File: src/rtl/csi_gate_pkg.sv
package csi_gate_pkg;
  localparam int NLEG = 3;
  localparam int NSW  = 2 * NLEG;

  // Upper switches 1,3,5 sit on even bits; lower 2,4,6 on odd bits.
  localparam logic [NSW-1:0] UPPER_MASK = 6'b010101;
  localparam logic [NSW-1:0] LOWER_MASK = 6'b101010;

  // Two switches of leg k: upper on bit 2k, its partner three positions on.
  function automatic logic [NSW-1:0] leg_mask(input int k);
    logic [NSW-1:0] m;
    m = '0;
    m[(2 * k) % NSW]     = 1'b1;
    m[(2 * k + 3) % NSW] = 1'b1;
    return m;
  endfunction

  // Phase pattern {a,b,c} to switch commands, bit i = switch i+1.
  function automatic logic [NSW-1:0] phase_to_cmd(input logic [2:0] p);
    logic [NSW-1:0] c;
    case (p)
      3'b001:  c = 6'b110000;  // 5,6
      3'b010:  c = 6'b001100;  // 3,4
      3'b011:  c = 6'b011000;  // 5,4
      3'b100:  c = 6'b000011;  // 1,2
      3'b101:  c = 6'b100001;  // 1,6
      3'b110:  c = 6'b000110;  // 3,2
      default: c = '0;         // 000, 111
    endcase
    return c;
  endfunction

  function automatic logic gt_signed(input logic signed [11:0] m,
                                     input logic signed [11:0] c);
    return m > c;
  endfunction
endpackage

File: src/rtl/csi_phase_cmp.sv
module csi_phase_cmp #(
  parameter int W = 12,
  parameter int N = 3
) (
  input  logic signed [W-1:0] carrier,
  input  logic [N*W-1:0]      mods,
  output logic [N-1:0]        phase
);
  // phase[N-1] is phase a, phase[0] is phase c.
  for (genvar i = 0; i < N; i++) begin : g_cmp
    logic signed [W-1:0] m;
    assign m = mods[i*W +: W];
    assign phase[i] = m > carrier;
  end
endmodule

File: src/rtl/csi_switch_decode.sv
module csi_switch_decode
  import csi_gate_pkg::*;
(
  input  logic [2:0]     phase,
  output logic [NSW-1:0] cmd,
  output logic           short_req
);
  logic no_upper, no_lower;

  always_comb begin
    cmd       = phase_to_cmd(phase);
    no_upper  = ~|(cmd & UPPER_MASK);
    no_lower  = ~|(cmd & LOWER_MASK);
    short_req = no_upper | no_lower;
  end

  always_comb begin
    a_r3_one_upper: assert ($countones(cmd & UPPER_MASK) <= 1)
      else $error("R3: more than one upper switch");
    a_r3_one_lower: assert ($countones(cmd & LOWER_MASK) <= 1)
      else $error("R3: more than one lower switch");
  end
endmodule

File: src/rtl/csi_short_router.sv
module csi_short_router
  import csi_gate_pkg::*;
(
  input  logic [NSW-1:0]  cmd,
  input  logic            short_req,
  input  logic [NLEG-1:0] leg_sel,
  output logic [NSW-1:0]  gate_next,
  output logic [NSW-1:0]  short_mask,
  output logic            sel_bad
);
  logic            sel_ok;
  logic [NSW-1:0]  inj [NLEG];

  assign sel_ok  = $onehot(leg_sel);
  assign sel_bad = ~sel_ok;

  for (genvar k = 0; k < NLEG; k++) begin : g_leg
    localparam logic [NSW-1:0] PAIR = leg_mask(k);
    assign inj[k] = (short_req && sel_ok && leg_sel[k]) ? PAIR : '0;
  end

  always_comb begin
    short_mask = '0;
    for (int k = 0; k < NLEG; k++) short_mask = short_mask | inj[k];
    gate_next = cmd | short_mask;
  end

  always_comb begin
    a_r6_no_short_bad_sel: assert (!(sel_bad && |short_mask))
      else $error("R6: short added with bad leg select");
    a_r4_short_one_leg: assert ($countones(short_mask) == 0 || $countones(short_mask) == 2)
      else $error("R4: short not on exactly one leg");
  end
endmodule

File: src/rtl/csi_gate_gen.sv
module csi_gate_gen
  import csi_gate_pkg::*;
#(
  parameter int W = 12
) (
  input  logic                clk,
  input  logic                rst,
  input  logic                sample_valid,
  input  logic signed [W-1:0] carrier,
  input  logic signed [W-1:0] mod_a,
  input  logic signed [W-1:0] mod_b,
  input  logic signed [W-1:0] mod_c,
  input  logic [2:0]          leg_sel,
  output logic [5:0]          gate,
  output logic                sel_err
);
  localparam int NPH = 3;

  logic [NPH-1:0] phase;
  logic [NSW-1:0] cmd, gate_next, short_mask;
  logic           short_req, sel_bad;

  csi_phase_cmp #(.W(W), .N(NPH)) u_cmp (
    .carrier (carrier),
    .mods    ({mod_a, mod_b, mod_c}),
    .phase   (phase)
  );

  csi_switch_decode u_dec (
    .phase     (phase),
    .cmd       (cmd),
    .short_req (short_req)
  );

  csi_short_router u_route (
    .cmd        (cmd),
    .short_req  (short_req),
    .leg_sel    (leg_sel),
    .gate_next  (gate_next),
    .short_mask (short_mask),
    .sel_bad    (sel_bad)
  );

  always_ff @(posedge clk) begin
    if (rst) begin
      gate    <= '0;
      sel_err <= 1'b0;
    end else if (sample_valid) begin
      gate <= gate_next;
      if (sel_bad) sel_err <= 1'b1;
    end
  end

  a_r7_hold_idle: assert property (@(posedge clk) disable iff (rst)
    !sample_valid |=> ($stable(gate) && $stable(sel_err)))
    else $error("R7: outputs moved without a sample");
  a_r8_reset_clears: assert property (@(posedge clk)
    rst |=> (gate == '0 && !sel_err))
    else $error("R8: reset did not clear outputs");
  a_r6_err_sticky: assert property (@(posedge clk) disable iff (rst)
    sel_err |=> sel_err)
    else $error("R6: error flag dropped");
  a_r4_short_lands: assert property (@(posedge clk) disable iff (rst)
    (sample_valid && short_req && $onehot(leg_sel)) |=> ($countones(gate) == 2))
    else $error("R4: freewheel short missing");
endmodule

File: config.mk
export PLATFORM = sky130hd
export DESIGN_NAME = csi_gate_gen
export DESIGN_NICKNAME = d
export VERILOG_FILES = /design/src/rtl/csi_gate_pkg.sv /design/src/rtl/csi_phase_cmp.sv /design/src/rtl/csi_switch_decode.sv /design/src/rtl/csi_short_router.sv /design/src/rtl/csi_gate_gen.sv
export SDC_FILE = /design/constraint.sdc
export NUM_CORES = 1
export LEC_CHECK = 0
export BUFFER_PORTS_ARGS = -buffer_cell sky130_fd_sc_hd__clkbuf_2
export CAP_MARGIN = 20
export CORE_ASPECT_RATIO = 1.5
export CORE_MARGIN = 8
export CORE_UTILIZATION = 43
export DETAILED_ROUTE_END_ITERATION = 12
export GPL_TIMING_DRIVEN = 0
export MAX_ROUTING_LAYER = met4
export PLACE_DENSITY = 0.87
export RECOVER_POWER = 25
export SLEW_MARGIN = 20
export SYNTH_ARGS = -nofsm -noshare
export SYNTH_HDL_FRONTEND = slang
export SYNTH_SLANG_ARGS = --single-unit
File: constraint.sdc
create_clock -name clk -period 2.4 [get_ports clk]
set_input_delay 0.48 -clock clk [delete_from_list [all_inputs] [get_ports clk]]
set_output_delay 0.48 -clock clk [all_outputs]
set_load 0.05 [all_outputs]
==> summary.txt, run 1 <==
Critical path
  – Worst EP arrival: 2420 ps
  – Critical path depth: 10
  – Slowest stage delay, CP: about 350 ps
  – Crit. End Element: flop
  – CP max stage cell: a2111oi_2
  – First element of the critical path: carrier[9]
  – Critical path class: input port to flop
  – CP Buf/Inv Count: 2
  – Crit-path cells: clkbuf_2 > inv_1 > ha_1 > a21o_1 > a2111oi_2 > o21ai_1 > o221ai_4 > o21ai_2 > or3_1 > o211ai_1
  – FF-to-FF path depth: 3
  – CP top delay family: compound AO/OA/AOI/OAI gates
  – Reg2reg start: gate[2]
  – Crit path to: gate[2]
  – Required @ worst endpoint: 2550 ps
  – Crit path launch type: input port
  – Worst r2r dst: gate[2]
  – Flop2flop setup slack: 1460 ps
  – CP Max Fanout: 10

Floorplanning
  – Die width: 60.96 um
  – Core ar.: 2913 um^2
  – DIE HEIGHT: around 83 um
  – Initial Util: 44.76%
  – Die area: between 5000 and 6000 um^2
  – I/O pin count: 61
  – Site Rows: 24

Routing
  – Total iterations of the first detailed-routing run: 5
  – Remaining antenna violation count: 0
  – DRC viols: 0
  – Iter 0 DRT Violations: 30
  – Routed len/inst: 12.86 um
  – Via count: 1,420
  – Routed wire length: 3434 um
  – Vias per std cell: about 5.3

Final layout
  – Post-Layout Inst Area: 1704 um^2
  – Area grow syn2layout: 30.71%
  – Commonest cells after routing, fill and taps aside: clkbuf_2, ha_1, inv_1
  – Final #Nets: 320
  – Layout cells sized above 1: 31.58%
  – Inserted Diodes: 0
  – Most common cell after layout, fill and taps aside: clkbuf_2

STA
  – Final Hold Vio Count: 0
  – Final setup viols: 0
  – Worst-Margin Slew: ~600 ps
  – Max Clk Rate: 442.4 MHz
  – Slew Limit Fails: 0
  – Min Hold Slack: 465.4 ps
  – Final setup margin: 139.6 ps
  – Slew margin rel.: 60.11%
  – Post-layout min period: 2260 ps
  – RSZ-0062 raised after global routing: false
  – Period Utilization, post-route: between 90 and 100%
  – Final Skew: 0 ps

Power and ir drop
  – Lkg Pwr: 0.9338 nW
  – NetSw: 0.2502 mW
  – PD cells: about 370 nW/um^2
  – Sw frac: between 30% and 40%
  – Max VDD drop: 0.3259 mV
  – Combinational power share: 51.5%
  – P_int: 0.3774 mW
  – Total design power: 0.6277 mW
  – Clock power frac: 27.0%
  – Sequential power share: 21.5%

Clock network
  – CTS Buf Count: 3
  – Hold buffers post-CTS: 0
  – CTS sink count: 7
  – CTS tree: done
  – # H-tree levels: 1
  – Worst-path clk slew: 40 ps
  – Root Buffer: clkbuf_8
  – Max clock buf depth: 2
  – Clk_lat worst skew: ~230 ps

Global routing
  – Vias in the first global route: between 1,000 and 1,500
  – First-pass GRT wire length: 5885 um
  – Largest net degree at the start of global routing: 11
  – Initial antenna violation count: 0
  – Tot GR Track Use: between 10 and 15%
  – Aggregate global routing overflow: 0

Flow run
  – Reported max-cap violation count: 0

Placed design
  – Detailed-placement wirelength estimate: roughly 3100 um
  – I/O Buffers: 59
  – Pre-CTS setup slack: -140.2 ps
  – Post-DP Area: 1648 um^2
  – RePlAce Congestion: 0.9157

Synth
  – Seq/Total Area, Yosys: 10.75%
  – Syn_nets: approximately 260
  – Yosys reg bits: 7
  – Synth unique cells: 37
  – Post-Syn Area: 1304 um^2
  – Mapped Avg Cell Area: ~8 um^2
  – Yosys warning total: 0
  – Cells after Synth: 165

Outcome
  – Status: complete, no violations

Hold path
  – Hold Crit Class: flop to flop
## per-stage QoR
step / TNS (ps) / utilization (%) / cells
floorplan: 0 / - / 165
detailed placement: -591.2 / 56.57 / 263
global placement: -492.6 / 56.57 / 263
finish: 0 / 58.51 / 267
CTS: 0 / 58.12 / 267
global route: 0 / 58.51 / 267
## logic make-up after synthesis
family          count (synthesis)  synth area share [%]
buf+inv                        27                 7.774
simple gates                   44                 17.47
flops                           7                 10.75
compound gates                 50                 27.93
fa+ha+maj                      37                 36.08
## cell type report
cell class | instances | area [um^2]
fill | 280 | 1209
multi-input combinational | 131 | 1077
timing repair buffer | 59 | 291.5
sequential | 7 | 140.1
inverter | 25 | 93.84
tap | 39 | 48.80
clock buffer | 4 | 45.04
buffer | 2 | 7.507
## sequential cells by signal, summed over array words and instances, names as in the netlist
name	cells
sel_err	1
gate	6
## synthesized netlist by cell type (all sizes together)
master   instances  area share [%]
a2111oi          1             1.2
a2111o           1            0.86
inv             25             7.2
a221o            1            0.77
o21a             2             1.2
nor3             7             2.7
o22ai            1            0.48
or3              3             1.4
o21ai           11             4.5
o211ai           3             1.7
a21oi           13             5.0
a211oi           3             2.1
o31a             1            0.67
nand3            2            0.77
nand2            5             1.4
nor2            13             3.7
a41o             2             1.6
dfxtp            7              11
a21o             4             2.3
nand4            6             2.9
o21bai           3             1.7
fa               1             1.5
and4             1            0.67
a21boi           2             1.2
and3             3             1.9
o221ai           1             2.0
ha              36              35
a22o             1            0.67
nor2b            4             1.9
clkbuf           2            0.58
## worst min-delay path, stage by stage, from the launching register on
cell and delay [ps]:
dfxtp_1 320, a21oi_1 40, nor2_1 70
## worst min-delay path by stage
stage          startpoint  endpoint  slack (ps)  cells past startpoint
4_1_cts           sel_err   sel_err         470                      2
3_5_place_dp      sel_err   sel_err         470                      2
3_3_place_gp      sel_err   sel_err         450                      2
6_report          sel_err   sel_err         470                      2
5_1_grt           sel_err   sel_err         510                      2
2_1_floorplan  leg_sel[0]   gate[0]         630                      2
## layer usage
layer / wire (um) / vias up / track usage, % / part of all wire (%)
met3: 149 / 7 / 1.389 / 4.3
met4: 46 / 0 / 4.691 / 1.3
met5: 0 / - / - / 0
met2: 1834 / 45 / 24.35 / 53
li1: - / 738 / - / -
met1: 1403 / 630 / 16.52 / 41
## power by group through the flow
stage          logic, mW  registers [mW]  clock network, mW
2_1_floorplan      0.177           0.181                  0
3_3_place_gp       0.310           0.137                  0
3_5_place_dp       0.319           0.137                  0
4_1_cts            0.321           0.136              0.167
5_1_grt            0.366           0.137              0.176
6_report           0.323           0.135              0.169
## timing repair
| action | 4_1_cts | 5_1_grt |
|---|---|---|
| resized for setup | 0 | 9 |
| endpoints found under the setup margin | 0 | 5 |
| buffers inserted | 0 | 0 |
Power figures use the tool's default switching activity.
==> run 2: changes to the inputs <==
--- a/config.mk
+++ b/config.mk
@@ -9,11 +9,11 @@
 export CAP_MARGIN = 20
 export CORE_ASPECT_RATIO = 1.5
 export CORE_MARGIN = 8
-export CORE_UTILIZATION = 43
+export CORE_UTILIZATION = 35
 export DETAILED_ROUTE_END_ITERATION = 12
 export GPL_TIMING_DRIVEN = 0
 export MAX_ROUTING_LAYER = met4
-export PLACE_DENSITY = 0.87
+export PLACE_DENSITY = 0.74
 export RECOVER_POWER = 25
 export SLEW_MARGIN = 20
 export SYNTH_ARGS = -nofsm -noshare
==> run 2 against run 1 <==
Critical path depth up 1. Utilization shrank 11 points. Via count shrank 0.99%. Clock power rose by 6%. Global-route usage decreased by 2.1 points. Largest cell class unchanged. Wire length grew 1.2%.
==> summary.txt, run 2 (same netlist as run 1, synthesis figures left out) <==
Final layout
  – Commonest cells after routing, fill and taps aside: clkbuf_2, ha_1, inv_1
  – Most common cell after layout, fill and taps aside: clkbuf_2
  – Max FFs per register: 6 (unchanged)
  – Inserted Diodes: 0 (unchanged)
  – Area grow syn2layout: 32.34%
  – Post-Layout Cell Count: 272 (+1.9%)
  – Final #Nets: 321 (+0.31%)
  – Largest Register: gate
  – Layout cells sized above 1: 31.00% (-0.57 points)
  – Largest regs: gate (6), sel_err (1)
  – Post-Layout Inst Area: 1725 um^2 (+1.2%)

Critical path
  – Critical path class: input port to flop
  – CP Max Fanout: 6 (-4)
  – Required @ worst endpoint: 2580 ps (+30 ps)
  – Crit. End Element: flop
  – Crit path launch type: input port
  – Worst EP arrival: 2470 ps (+50 ps)

Routing
  – Iter 0 DRT Violations: 21 (-30%)
  – Vias per std cell: 5.169 (-2.8%)
  – Via count: 1,406 (-0.99%)
  – Remaining antenna violation count: 0 (unchanged)
  – Routed len/inst: 12.78 um (-0.67%)
  – DRC viols: 0 (unchanged)
  – Total iterations of the first detailed-routing run: 4 (-1)
  – Routed wire length: 3475 um (+1.2%)

STA
  – Final Hold Vio Count: 0 (unchanged)
  – Final Skew: 0 ps (unchanged)
  – Slew Limit Fails: 0 (unchanged)
  – Final setup margin: 112.4 ps (-27.27 ps)
  – Max Clk Rate: 437.1 MHz (-1.2%)
  – Post-layout min period: 2288 ps (+27.27 ps)
  – Slew margin rel.: 60.35% (+0.24 points)
  – Worst-Margin Slew: 597.3 ps (-3.648 ps)
  – Final TNS setup: 0 ps (unchanged)
  – Final setup viols: 0 (unchanged)
  – Period Utilization, post-route: 95.32% (+1.1 points)

Power and ir drop
  – Combinational power share: 50.9% (-0.6 points)
  – NetSw: 0.2595 mW (+3.7%)
  – Max VDD drop: 0.2667 mV (-18%)
  – PD cells: 370.4 nW/um^2 (+0.56%)
  – Total design power: 0.6390 mW (+1.8%)
  – Sw frac: 40.61% (+0.74 points)
  – Lkg Pwr: 0.9417 nW (+0.85%)
  – Clock power frac: 28.0% (+1.0 points)
  – Sequential power share: 21.1% (-0.4 points)
  – P_int: 0.3795 mW (+0.56%)

Clock network
  – Root Buffer: clkbuf_8
  – Max clock buf depth: 2 (unchanged)
  – Hold buffers post-CTS: 0 (unchanged)
  – # H-tree levels: 1 (unchanged)
  – CTS Buf Count: 3 (unchanged)
  – CTS sink count: 7 (unchanged)
  – Worst-path clk slew: 40 ps (about the same)
  – Clk_lat worst skew: 240 ps (about the same)
  – CTS tree: done

Placed design
  – Dpl cells: 267 (+1.5%)
  – Detailed-placement wirelength estimate: 3095 um (about the same)
  – RePlAce Congestion: 0.8692 (-5.1%)
  – Post-DP Area: 1653 um^2 (+0.30%)
  – I/O Buffers: 59 (unchanged)
  – Pre-CTS setup slack: -160.1 ps (-19.99 ps)

Floorplanning
  – Site Rows: 27 (+13%)
  – Die width: 65.84 um (+8.0%)
  – Die area: 5975 um^2 (+17%)
  – DIE HEIGHT: 90.75 um (+8.8%)
  – I/O pin count: 61 (unchanged)
  – Core ar.: 3615 um^2 (+24%)
  – Initial Util: 36.07% (-8.7 points)

Global routing
  – First-pass GRT wire length: 5940 um (+0.93%)
  – Initial antenna violation count: 0 (unchanged)
  – Vias in the first global route: 1,510 (+2.0%)
  – Tot GR Track Use: 12.20% (-2.1 points)
  – Aggregate global routing overflow: 0 (unchanged)
  – Largest net degree at the start of global routing: 11 (unchanged)

Flow run
  – Reported max-cap violation count: 0 (unchanged)

Hold path
  – Hold Crit Class: flop to flop

Outcome
  – Status: complete, no violations
==> run 2: what timing repair did <==
action                     4_1_cts  5_1_grt
setup endpoints to repair        0        5
setup buffers                    0        1
resized for setup                0        5
==> run 2: final cells by class <==
cell class                 instances  area (um^2)
fill                             357         1889
multi-input combinational        131         1086
timing repair buffer              60        299.0
sequential                         7        140.1
inverter                          25        93.84
tap                               43        53.80
clock buffer                       4        45.04
buffer                             2        7.507
==> run 2: path summary, 6_finish.rpt <==
kind,from,endpoint,slack [ps],cells past startpoint
setup / recovery,carrier[2],gate[4],110,11
hold / removal,sel_err,sel_err,480,2
setup reg to reg,gate[2],gate[2],1460,3
hold reg to reg,sel_err,sel_err,480,2
==> run 2: per-stage QoR <==
| stage | util, % | hold slack (ps) |
|---|---|---|
| 2_1_floorplan | - | 631.0 |
| 3_3_place_gp | 45.73 | 451.6 |
| 3_5_place_dp | 45.73 | 466.3 |
| 4_1_cts | 46.97 | 476.0 |
| 5_1_grt | 47.73 | 529.3 |
| 6_report | 47.73 | 476.1 |
==> run 2: power groups by stage <==
stage / combinational [mW] / clock (mW) / sequential [mW]
finish: 0.325 / 0.179 / 0.135
global route: 0.368 / 0.190 / 0.137
CTS: 0.321 / 0.175 / 0.136
detailed placement: 0.318 / 0 / 0.138
global placement: 0.313 / 0 / 0.137
floorplan: 0.177 / 0 / 0.181
==> run 2: worst max-delay path, cell delays in order <==
cell	delay, ps
clkbuf_2	70
inv_1	60
ha_1	310
and3_4	180
a221o_1	350
a211oi_2	210
a41o_2	290
buf_4	130
nor3_2	40
a21oi_1	190
a22o_1	150
==> run 2: per-layer routing <==
metal / part of all wire [%] / wire, um / vias up / track usage, %
met3: 6.7 / 232 / 9 / 3.602
li1: - / - / 736 / -
met5: 0 / 0 / - / -
met2: 52 / 1798 / 42 / 21.14
met1: 40 / 1377 / 619 / 12.22
met4: 1.9 / 67 / 0 / 4.753
==> run 3: changes to the inputs <==
--- a/config.mk
+++ b/config.mk
@@ -6,14 +6,14 @@
 export NUM_CORES = 1
 export LEC_CHECK = 0
 export BUFFER_PORTS_ARGS = -buffer_cell sky130_fd_sc_hd__clkbuf_2
-export CAP_MARGIN = 20
+export CAP_MARGIN = 15
 export CORE_ASPECT_RATIO = 1.5
 export CORE_MARGIN = 8
-export CORE_UTILIZATION = 35
+export CORE_UTILIZATION = 39
 export DETAILED_ROUTE_END_ITERATION = 12
 export GPL_TIMING_DRIVEN = 0
 export MAX_ROUTING_LAYER = met4
-export PLACE_DENSITY = 0.74
+export PLACE_DENSITY = 0.81
 export RECOVER_POWER = 25
 export SLEW_MARGIN = 20
 export SYNTH_ARGS = -nofsm -noshare
==> run 3 against run 2 <==
Setup slack worse by 69 ps. Critical path depth is 1 lower. Count of clock-buffer cells in the layout is 1 lower. Sequential share of layout area is 0.071 points higher. Fmax is 2.9% lower. Non-clock buffer count stayed put. First-iteration DRC count is 140% higher. Cell count is 1.1% lower. Register-to-register slack worse by 20 ps. Clock skew stayed put. Highest routed layer unchanged.
==> summary.txt, run 3 (same netlist as run 1, synthesis figures left out) <==
STA
  – Final Hold Vio Count: 0 (unchanged)
  – Final setup viols: 0 (unchanged)
  – Slew Limit Fails: 0 (unchanged)
  – Final Skew: 0 ps (unchanged)
  – Post-layout min period: 2357 ps (+69.20 ps)
  – Slew margin rel.: 59.42% (-0.92 points)
  – Worst-Margin Slew: 611.3 ps (+13.92 ps)
  – Period Utilization, post-route: 98.20% (+2.9 points)
  – RSZ-0062 raised after global routing: true
  – Max Clk Rate: 424.3 MHz (-2.9%)

Clock network
  – Clk_lat worst skew: 230 ps (about the same)
  – Max clock buf depth: 2 (unchanged)
  – CTS Buf Count: 3 (unchanged)
  – # H-tree levels: 1 (unchanged)
  – CTS sink count: 7 (unchanged)
  – Hold buffers post-CTS: 0 (unchanged)
  – CTS tree: done
  – Root Buffer: clkbuf_8
  – Worst-path clk slew: 50 ps (about the same)

Floorplanning
  – DIE HEIGHT: 86.81 um (-4.3%)
  – Die width: 63.21 um (-4.0%)
  – Site Rows: 25 (-7.4%)
  – I/O pin count: 61 (unchanged)
  – Die area: 5487 um^2 (-8.2%)
  – Initial Util: 40.86% (+4.8 points)
  – Core ar.: 3191 um^2 (-12%)

Power and ir drop
  – PD cells: 369.2 nW/um^2 (-0.31%)
  – Lkg Pwr: 0.9457 nW (+0.42%)
  – Max VDD drop: 0.2303 mV (-14%)

Final layout
  – Area grow syn2layout: 31.19%
  – Commonest cells after routing, fill and taps aside: clkbuf_2, ha_1, inv_1
  – Largest regs: gate (6), sel_err (1)
  – Most common cell after layout, fill and taps aside: clkbuf_2
  – Finished Core Util: 53.61% (+5.9 points)
  – Inserted Diodes: 0 (unchanged)
  – Max FFs per register: 6 (unchanged)
  – Final #Nets: 321 (unchanged)
  – # fillers: 323 (-9.5%)
  – Area of the multi-input gates: 1072 um^2 (-1.3%)
  – Post-Layout Inst Area: 1710 um^2 (-0.87%)
  – Largest Register: gate
  – Layout cells sized above 1: 31.00% (unchanged)
  – Sequential Area: 140.1 um^2 (unchanged)

Placed design
  – RePlAce Congestion: 0.7918 (-8.9%)
  – Detailed-placement wirelength estimate: 3159 um (+2.1%)
  – Post-DP Area: 1649 um^2 (-0.23%)
  – I/O Buffers: 59 (unchanged)

Routing
  – Remaining antenna violation count: 0 (unchanged)
  – Via count: 1,423 (+1.2%)
  – Iter 0 DRT Violations: 50 (+140%)
  – DRC viols: 0 (unchanged)
  – Total iterations of the first detailed-routing run: 4 (unchanged)
  – Routed len/inst: 13.23 um (+3.6%)
  – Routed wire length: 3560 um (+2.4%)
  – Vias per std cell: 5.290 (+2.3%)

Outcome
  – Status: complete, no violations

Global routing
  – Initial antenna violation count: 0 (unchanged)
  – Vias in the first global route: 1,412 (-6.5%)
  – Largest net degree at the start of global routing: 11 (unchanged)
  – First-pass GRT wire length: 5802 um (-2.3%)
  – Tot GR Track Use: 12.94% (+0.75 points)
  – Aggregate global routing overflow: 0 (unchanged)

Critical path
  – Crit. End Element: flop
  – Crit path launch type: input port
  – Critical path class: input port to flop
  – CP max stage cell: a221o_1
  – Worst EP arrival: 2470 ps (about the same)
  – Cell mode on critical path: nor2_1
  – Crit-path cells: clkbuf_2 > inv_1 > ha_1 > and3_4 > a221o_1 > a211oi_2 > nor2_1 > nor2_1 > o21ai_0 > a22o_1
  – Required @ worst endpoint: 2520 ps (-60 ps)
  – CP Max Fanout: 6 (unchanged)
  – Slowest stage delay, CP: 360 ps (about the same)

Hold path
  – Hold Crit Class: flop to flop

Flow run
  – Reported max-cap violation count: 0 (unchanged)
[run 3: cell count changes in the layout (fill, tap and decap cells not counted), sizes merged]
cell    previous run  this run
clkinv             0         1
clkbuf            65        64
[run 3: repair_timing]
item / CTS / global route
setup endpoints to repair: 0 / 4
gates resized for setup: 0 / 2
setup buffers: 0 / 1
[run 3: final timing paths]
kind              startpoint       to  slack, ps  cells after the start
hold reg to reg      sel_err  sel_err        490                      2
setup / recovery  carrier[3]  gate[4]         40                     10
hold / removal       sel_err  sel_err        490                      2
setup reg to reg     gate[2]  gate[2]       1440                      3
[run 3: layout make-up]
class / count / area share (%)
Tap cell: 40 / 2.926
Sequential cell: 7 / 8.193
Inverter: 25 / 5.486
Buffer: 2 / 0.4389
Clock buffer: 3 / 2.414
Multi-Input combinational cell: 131 / 62.69
Clock inverter: 1 / 0.2926
Timing Repair Buffer: 60 / 17.56
[run 3: critical path, delay by kind of cell]
kind | cells | cell delay, ps
adders and majority gates | 1 | 310
AOI/OAI and AO/OA | 4 | 1000
buffers and inverters | 2 | 140
and+or+nand+nor | 3 | 540
[run 3: power by group]
group	switching [mW]	total, mW	leakage, nW	internal [mW]
Combinational	0.192	0.327	0.862	0.135
Sequential	0.00599	0.135	0.0581	0.129
Clock	0.0567	0.170	0.0255	0.113
[run 3: routing by layer]
layer	part of all wire, %	global-route usage (%)	vias up
met1	39	12.67	638
met2	54	24.70	43
met4	1.3	4.481	0
met5	0	-	-
li1	-	-	736
met3	5.0	2.581	6
[run 3: per-stage QoR]
step / instances / hold WS, ps / worst slack, ps / TNS, ps / power (mW)
3_3_place_gp: 264 / 452.9 / -147.1 / -615.3 / 0.4478
2_1_floorplan: 165 / 631.0 / 55.81 / 0 / 0.3580
3_5_place_dp: 264 / 491.3 / -177.7 / -667.9 / 0.4579
5_1_grt: 269 / 536.0 / -70.63 / -133.3 / 0.6852
6_report: 269 / 493.7 / 43.16 / 0 / 0.6315
4_1_cts: 268 / 505.3 / 74.63 / 0 / 0.6298
